===== src/rtl/ide_byte_bridge.sv =====
module ide_byte_bridge #(
  parameter int          BW        = 8,
  parameter logic [7:0]  CTRL_PORT = 8'hE3,
  parameter logic [2:0]  CMD_TAG   = 3'b101
) (
  input  logic               clk,
  input  logic               rst_n,
  input  logic [7:0]         io_addr,
  input  logic               io_rd,
  input  logic               io_wr,
  input  logic [BW-1:0]      io_wdata,
  output logic [BW-1:0]      io_rdata,
  output logic               io_rd_hit,
  input  logic [2*BW-1:0]    ide_rdata,
  output logic [2*BW-1:0]    ide_wdata,
  output logic [2:0]         ide_reg,
  output logic               ide_cs,
  output logic               ide_rd,
  output logic               ide_wr
);
  localparam int DW = 2 * BW;

  logic          odd_q;
  logic [BW-1:0] hold_q;

  logic       access, wr_only, cmd_hit, ctrl_hit, data_hit, task_hit;
  logic [2:0] sel;

  assign access   = io_rd | io_wr;
  assign wr_only  = io_wr & ~io_rd;
  assign sel      = io_addr[4:2];
  assign cmd_hit  = access && io_addr[7:5] == CMD_TAG && io_addr[1:0] == 2'b11;
  assign ctrl_hit = access && io_addr == CTRL_PORT && !cmd_hit;
  assign data_hit = cmd_hit && sel == 3'd0;
  assign task_hit = cmd_hit && sel != 3'd0;

  assign ide_rd    = cmd_hit & io_rd   & (task_hit | odd_q);
  assign ide_wr    = cmd_hit & wr_only & (task_hit | ~odd_q);
  assign ide_cs    = ide_rd | ide_wr;
  assign ide_reg   = cmd_hit ? sel : 3'd0;
  assign ide_wdata = !ide_wr  ? '0 :
                     data_hit ? {io_wdata, hold_q} : {{BW{1'b0}}, io_wdata};
  assign io_rd_hit = cmd_hit & io_rd;
  assign io_rdata  = !io_rd_hit           ? '0 :
                     (data_hit && !odd_q) ? hold_q : ide_rdata[BW-1:0];

  always_ff @(posedge clk) begin
    if (!rst_n) begin
      odd_q  <= 1'b1;
      hold_q <= '0;
    end else if (data_hit) begin
      odd_q <= ~odd_q;
      if (odd_q)
        hold_q <= io_rd ? ide_rdata[DW-1:BW] : io_wdata;
    end else if (task_hit || ctrl_hit) begin
      odd_q <= 1'b1;
    end
  end


  rw_excl_chk: assert property (@(posedge clk) disable iff (!rst_n)
    !(ide_rd && ide_wr));

  foreign_quiet_chk: assert property (@(posedge clk) disable iff (!rst_n)
    (access && !(io_addr[7:5] == CMD_TAG && io_addr[1:0] == 2'b11)) |-> !ide_cs && !io_rd_hit);

  foreign_phase_chk: assert property (@(posedge clk) disable iff (!rst_n)
    (!cmd_hit && !ctrl_hit) |=> $stable(odd_q) && $stable(hold_q));

  odd_read_chk: assert property (@(posedge clk) disable iff (!rst_n)
    (ide_rd && ide_reg == 3'd0) |=> !odd_q);

  even_write_chk: assert property (@(posedge clk) disable iff (!rst_n)
    (ide_wr && ide_reg == 3'd0) |=> odd_q);

  odd_write_quiet_chk: assert property (@(posedge clk) disable iff (!rst_n)
    (data_hit && wr_only && odd_q) |-> !ide_cs);

  ctrl_reset_chk: assert property (@(posedge clk) disable iff (!rst_n)
    ctrl_hit |=> odd_q);
endmodule


===== config.mk =====
export PLATFORM = sky130hd
export DESIGN_NAME = ide_byte_bridge
export DESIGN_NICKNAME = d
export VERILOG_FILES = /design/src/rtl/ide_byte_bridge.sv
export SDC_FILE = /design/constraint.sdc
export NUM_CORES = 1
export LEC_CHECK = 0
export ABC_AREA = 1
export BUFFER_PORTS_ARGS = -buffer_cell sky130_fd_sc_hd__buf_2
export CELL_PAD_IN_SITES_DETAIL_PLACEMENT = 0
export CELL_PAD_IN_SITES_GLOBAL_PLACEMENT = 1
export CORE_MARGIN = 1
export CORE_UTILIZATION = 28
export DETAILED_ROUTE_END_ITERATION = 8
export PLACE_DENSITY = 0.85
export SLEW_MARGIN = 40
export SYNTH_ARGS = -nofsm -noshare
export SYNTH_HDL_FRONTEND = slang
export SYNTH_SLANG_ARGS = --single-unit

===== constraint.sdc =====
create_clock -name clk -period 1.3 [get_ports clk]
set_input_delay 0 -clock clk [delete_from_list [all_inputs] [get_ports clk]]
set_output_delay 0 -clock clk [all_outputs]
set_load 0.02 [all_outputs]

* Word-level counts from Yosys, hierarchy flattened
Cells that the tools add are included.
** Cells by class
- Eq/ne operators :: 3
- Multiplexer cells :: 8
- Bitwise gates (word level) :: 11
- Reduce and logical (&&, ||, !) cells :: 14
** Operators with widths (number)
- two-way mux 16 bit :: 2
- two-way mux 8 bit :: 3
- equality test 8 bit, second input constant :: 1
- logical AND 1 bit :: 7
- bitwise AND 1 bit :: 5
- bitwise OR 1 bit :: 4
- equality test 3 bit, second input constant :: 1
- logical NOT 3 bit :: 1
- two-way mux 3 bit :: 1
- nonzero test 3 bit :: 1
- equality test 2 bit, second input constant :: 1
- logical NOT 1 bit :: 2
- two-way mux 1 bit :: 2
- NOT 1 bit :: 2
- AND reduction 2 bit :: 1
- nonzero test 2 bit :: 1
- logical OR 1 bit :: 1
** Storage, ports and cells
- Register bits :: 9
- Output and inout port bits :: 31
- Word-level logic and storage cells :: 38

* Logic depth before layout (Yosys ltp)
Gate-level depths: netlist of run 1.
- Depth in word-level cells :: 8
- Gate-level depth with buffers :: 10
- Mapped depth without buffers :: 8

* Least setup slack after synthesis of run 1
No wires, ideal clock.
- Path type :: reg-to-output
- Start :: reg odd_q
- End :: out ide_wdata[0]
- Data arrival time :: 1108 ps
- Data required time :: 1300 ps
- Slack :: 192 ps
- Stages on the path, launching flop included :: 5
- Path buffers :: 1
- Path through :: dfxtp_1 > nand4_1 > nand3_2 > buf_4 > a21oi_1
** On the way
- Cells in the longest elaborated chain, start to end :: 4
** Ends and longest elaborated chain
- start: declaration :: line 23 : logic odd_q;
- start signal: assignment :: line 52 : odd_q <= ~odd_q;
- NOT 1 bit :: line 38 : assign ide_wr = cmd_hit & wr_only & (task_hit | ~odd_q);
- bitwise OR 1 bit :: line 38
- bitwise AND 1 bit :: line 38
- two-way mux 16 bit :: line 41 : assign ide_wdata = !ide_wr ? '0 :
- end: declaration :: line 15 : output logic [2*BW-1:0] ide_wdata,
No other way between the ends.

* Final worst setup path of run 1
- Start :: reg odd_q
- End :: out ide_wdata[12]
Same word-level chain as after synthesis.

==> flow_summary.yaml, run 1 <==
place:
  dpl.cell_count: 309
  gp_congestion: 0.779
  place.port_buffers: 66
  dp_hpwl_um: 2610
die:
  die_w_um: 66.2
  coreArea_um2: 3800
  start_util_pct: 30.4
  dieArea_um2: 4380
  io_pins: 67
  die_height_um: 66.2
  rows: 22
grt:
  grt_pass1_wl_um: 5550
  grt_usage_pct: 16.1
  grt_overflow: 0
  grt_pass1_vias: 1278
  grt_start_max_net_pins: 22
  antenna_found_initial: 0
clock_network:
  clockBufferDepth: 2
  clk_latency_ns: 0.24
  path_clk_slew_ns: 0.05
  cts_root_buffer: "clkbuf_8"
  htreeDepth: 1
  numCtsBuffers: 3
  clock_sinks: 9
  cts_tree: "done"
synth:
  synth_warnings: 0
  synthSimpleGateAreaFrac_pct: 66.3
  synth_compound_area_share_pct: 4.56
  synthXorXnorAreaFrac_pct: 0
  synth_edf_count: 0
  synth-seq-area-share_pct: 15.6
  synth_top_family_by_area: "simple AND/OR/NAND/NOR gates"
  muxShareOfSynthArea_pct: 0
  netlist_area_um2: 1150
  synthCells: 196
  avgSynthCellArea_um2: 5.89
  synth.distinct_cells: 24
  synth-seq-cells: 9
  syn_nets: 232
  netlist.area_leader.share_pct: 18.5
  synthArstFlopShare_pct: 0
  synth_adder_area_share_pct: 0
  synthFlopType: "dfxtp_1"
  yosysTopAreaCell: "nor2_1"
  synth.area.top_cells: "nor2_1 (19%), dfxtp_1 (16%), nand2_1 (14%), nor3_2 (6.9%), nand3_1 (6.5%)"
setup_path:
  crit_buf_inv: 2
  cp_top_family: "simple AND/OR/NAND/NOR gates"
  cp.arrival_ns: 1.25
  worstPathMaxFanout: 6
  path_cells: "nand4_1 > buf_6 > nand3_4 > nor3_2 > buf_2"
  slowest_stage: "dfxtp_2"
  path_class: "reg2out"
  slowest_delay_ns: 0.34
  cp.required_ns: 1.30
  cp-start-kind: "flop"
  end_kind: "output pin"
sta:
  final_max_slew_viol_count: 0
  fmaxAchievable_ghz: 0.798
  min_period_ns: 1.25
  tightest_slew_ns: 0.326
  maxSlewHeadroom_pct: 78.1
  hold_slack_ns: 0.0591
  setup_violations: 0
  rsz0062_at_grt: "yes"
  finalClockSkew_ns: 0.00197
  timing.final.crit_share_pct: 96.4
  setup_tns_ns: 0
  finalHoldViolCount: 0
layout:
  layout.cells.non_filler: 319
  final_common_cell: "buf_2"
  drive_above_1_share_pct: 42.1
  diodes: 0
  final_nets: 308
  area_delta_synth_final_pct: 46.6
  layout_common_cells: "buf_2 (60), nor2_1 (56), nand2_1 (41), inv_1 (18)"
status:
  status: "complete, no violations"
routing:
  drt-vias-per-instance: 4.29
  drt_iter0_markers: 17
  wirelength_um: 3440
  wire_per_inst_um: 10.8
  drc_errors: 0
  num_vias: 1367
  drtAntennaViolNets: 0
  first_pass_iters: 4
power_and_ir_drop:
  power_density_nw_per_um2: 491
  power.total_mw: 0.830
  max-vdd-ir-drop_v: 0.000150
  p_leak_nw: 0.915
flow_run:
  cap_violations: 0
min_path:
  hold_class: "in2reg"
## cell families after synthesis
family                 after synthesis
AND/OR/NAND/NOR                    147
flip-flops                           9
buffers and inverters               30
AO/OA/AOI/OAI                       10
## cell type report
type,count,area [µm²]
fill,425,2110
sequential,9,181
timing repair buffer,78,464
multi-input combinational,158,853
clock buffer,4,45.0
inverter,22,87.6
tap,48,60.1
## timing repair
item | 4_1_cts | 5_1_grt
cloned | 1 | 0
endpoints found under the setup margin | 18 | 24
resized for setup | 3 | 11
buffers inserted | 2 | 3
pin swaps | 3 | 3
hold buffers | 0 | 0
## worst reg2reg max path: stages, from the launching register on
cell     delay, ns
dfxtp_2       0.36
nand4_1       0.11
buf_6         0.16
nor2_4        0.20
nor2_1        0.06
nor2_1        0.10
## cell usage after synthesis (3+ instances only)
library cell  instances
nand3b_1              6
nor2_1               57
nor2_4                6
a21oi_1               8
nand3_1              15
nand2_2               3
dfxtp_1               9
inv_1                19
buf_2                 3
nand3_2               3
nor3_2                8
nand2_1              42
## where the power goes
| group | leakage [nW] | switching [mW] | internal (mW) |
|---|---|---|---|
| Combinational | 0.820 | 0.128 | 0.0914 |
| Sequential | 0.0721 | 0.00155 | 0.278 |
| Clock | 0.0228 | 0.116 | 0.214 |
## stage by stage
stage / instance area [µm²] / utilization [%] / setup WS [ns]
CTS: 1630 / 42.9 / 0.00360
detailed placement: 1540 / 40.5 / 0.0256
floorplan: 1150 / - / 0.192
finish: 1690 / 44.5 / 0.0470
global route: 1690 / 44.5 / -0.0150
global placement: 1540 / 40.5 / 0.0426
## flip-flops by register name (all words and copies together) (netlist names)
| signal | cells |
|---|---|
| hold_q | 8 |
| odd_q | 1 |
## metal layers
metal  vias up  part of all wire (%)  GRT usage [%]
met5         -                     0              0
li1        760                     -              -
met1       555                    50           21.6
met3         5                   5.9           1.90
met2        47                    43           26.0
met4         0                   1.6           6.38
## path summary, 6_finish.rpt
check / startpoint / to / slack, ns / depth (start not counted)
setup / recovery: odd_q / ide_wdata[12] / 0.05 / 5
hold / removal: rst_n / odd_q / 0.06 / 2
setup reg to reg: odd_q / hold_q[2] / 0.25 / 5
hold reg to reg: hold_q[7] / hold_q[7] / 0.51 / 2
Note: power is estimated with default switching activity, not from simulation.
==> inputs of run 2 (changes only) <==
BUFFER_PORTS_ARGS = not set   (was -buffer_cell sky130_fd_sc_hd__buf_2)
CORE_UTILIZATION = 40   (was 28)
DONT_BUFFER_PORTS = 1   (was not set)
PLACE_DENSITY = 0.84   (was 0.85)
==> flow_summary.yaml, run 2 (same netlist as run 1, synthesis figures left out) <==
routing:
  drc_errors: 0
  num_vias: 1288
  wire_per_inst_um: 12.0
  drt-vias-per-instance: 5.09
  drtAntennaViolNets: 0
  wirelength_um: 3040
  first_pass_iters: 4
  drt_iter0_markers: 48
layout:
  drive_above_1_share_pct: 32.0
  reg_top3: "hold_q (8), odd_q (1)"
  top_register: "hold_q"
  final_common_cell: "nor2_1"
  final_nets: 259
  area_delta_synth_final_pct: 27.3
  layout.cells.non_filler: 253
  layout_common_cells: "nor2_1 (50), nand2_1 (42), buf_4 (23), inv_1 (18), nand3_1 (15)"
  utilization_pct: 53.7
  largest_register_ffs: 8
  diodes: 0
min_path:
  hold_class: "in2reg"
  hold_depth: 4
  hold_end: "hold_q[6]"
  holdCritStartpoint: "io_rd"
clock_network:
  numCtsBuffers: 3
  cts_root_buffer: "clkbuf_4"
  path_clk_slew_ns: 0.06
  clockBufferDepth: 2
  clock_sinks: 9
  htreeDepth: 1
  cts_tree: "done"
  clk_latency_ns: 0.26
sta:
  fmaxAchievable_ghz: 0.746
  setup_violations: 8
  finalClockSkew_ns: 0.00146
  finalHoldViolCount: 0
  maxSlewHeadroom_pct: 73.6
  rsz0062_at_grt: "yes"
  tightest_slew_ns: 0.395
  min_period_ns: 1.34
  hold_slack_ns: 0.00384
  timing.final.crit_share_pct: 103
  fin_ws_ns: -0.0409
  final_max_slew_viol_count: 0
grt:
  grt_pass1_wl_um: 5070
  antenna_found_initial: 0
  grt_pass1_vias: 1163
  grtUsageMet1_pct: 26.6
  grt_overflow: 0
  grt_usage_pct: 19.8
  grt_start_max_net_pins: 18
  use_met3_pct: 2.79
  busiest_layer: "met2"
  met2_usage_pct: 32.4
place:
  dpl.cell_count: 243
  place.port_buffers: 0
  dp_hpwl_um: 2300
  gp_congestion: 0.775
flow_run:
  cap_violations: 0
setup_path:
  cp.required_ns: 1.30
  crit_buf_inv: 2
  critPathLaunch: "odd_q"
  reg2reg_to: "hold_q[7]"
  cp.arrival_ns: 1.34
  slowest_stage: "dfxtp_4"
  slowest_delay_ns: 0.37
  cp_top_family: "simple AND/OR/NAND/NOR gates"
  path_cells: "inv_4 > nor2_4 > nor2_4 > nand2_1 > nor2_1 > buf_4"
  cpMostUsedCell: "nor2_4"
  worstPathMaxFanout: 7
  r2r_slack_ns: 0.10
  path_class: "reg2out"
  r2r-start: "odd_q"
  r2r_cells: 6
  end_kind: "output pin"
  cp-start-kind: "flop"
status:
  violations: "negative setup slack"
  status: "finished with violations"
power_and_ir_drop:
  power_density_nw_per_um2: 442
  max-vdd-ir-drop_v: 0.000219
  power.total_mw: 0.649
  p_leak_nw: 0.677
die:
  coreArea_um2: 2730
  rows: 19
  dieArea_um2: 3100
  die_w_um: 55.7
  start_util_pct: 42.2
  io_pins: 67
  die_height_um: 55.7
[run 2: changes by cell type in the layout (fill, tap and decap cells not counted), sizes merged]
cell         before  now
buf              78   28
dlygate4sd3       0    1
[run 2: repair_timing]
action                                  CTS  global route
pin swaps                                 5             7
setup buffers                             2             2
hold endpoints to repair                  9             0
endpoints found under the setup margin   24            23
gates cloned                              1             0
hold buffers                              1             0
gates resized for setup                  11            11
[run 2: how the worst max path moves through the flow]
| stage | to | slack [ns] | cells after the start |
|---|---|---|---|
| 5_1_grt | ide_wdata[14] | -0.11 | 5 |
| 3_3_place_gp | ide_wdata[0] | 0.12 | 7 |
| 6_report | ide_wdata[6] | -0.04 | 6 |
| 3_5_place_dp | ide_wdata[0] | 0.07 | 7 |
| 4_1_cts | ide_wdata[6] | -0.04 | 6 |
| 2_1_floorplan | ide_wdata[0] | 0.19 | 4 |
[run 2: through the flow]
stage	instance area (µm²)	setup TNS, ns	setup WS [ns]
after floorplan	1150	0	0.192
after global placement	1320	0	0.121
after detailed placement	1320	0	0.0667
after CTS	1420	-0.138	-0.0361
after global routing	1470	-1.09	-0.113
final	1470	-0.200	-0.0409
[run 2: layer usage]
metal | wire length (µm) | vias to the layer above
li1 | - | 665
met5 | 0 | -
met3 | 235 | 4
met1 | 1380 | 556
met4 | 31 | 0
met2 | 1400 | 63
[run 2: final cells by class]
type                            instances  area [µm²]
Sequential cell                         9         184
Timing Repair Buffer                   29         248
Multi-Input combinational cell        158         882
Clock buffer                            4        26.3
Inverter                               22        90.1
Fill cell                             280        1260
Tap cell                               31        38.8
[run 2: tightest hold or removal path: stages]
cell and delay, ns:
a21oi_1 0.04, nand3_1 0.07, nand2_1 0.05, nor2_1 0.07
[run 2: power breakdown]
group | internal [mW] | switching, mW | leakage [nW]
combinational | 0.0554 | 0.100 | 0.589
sequential | 0.276 | 0.00212 | 0.0725
clock | 0.118 | 0.0973 | 0.0150
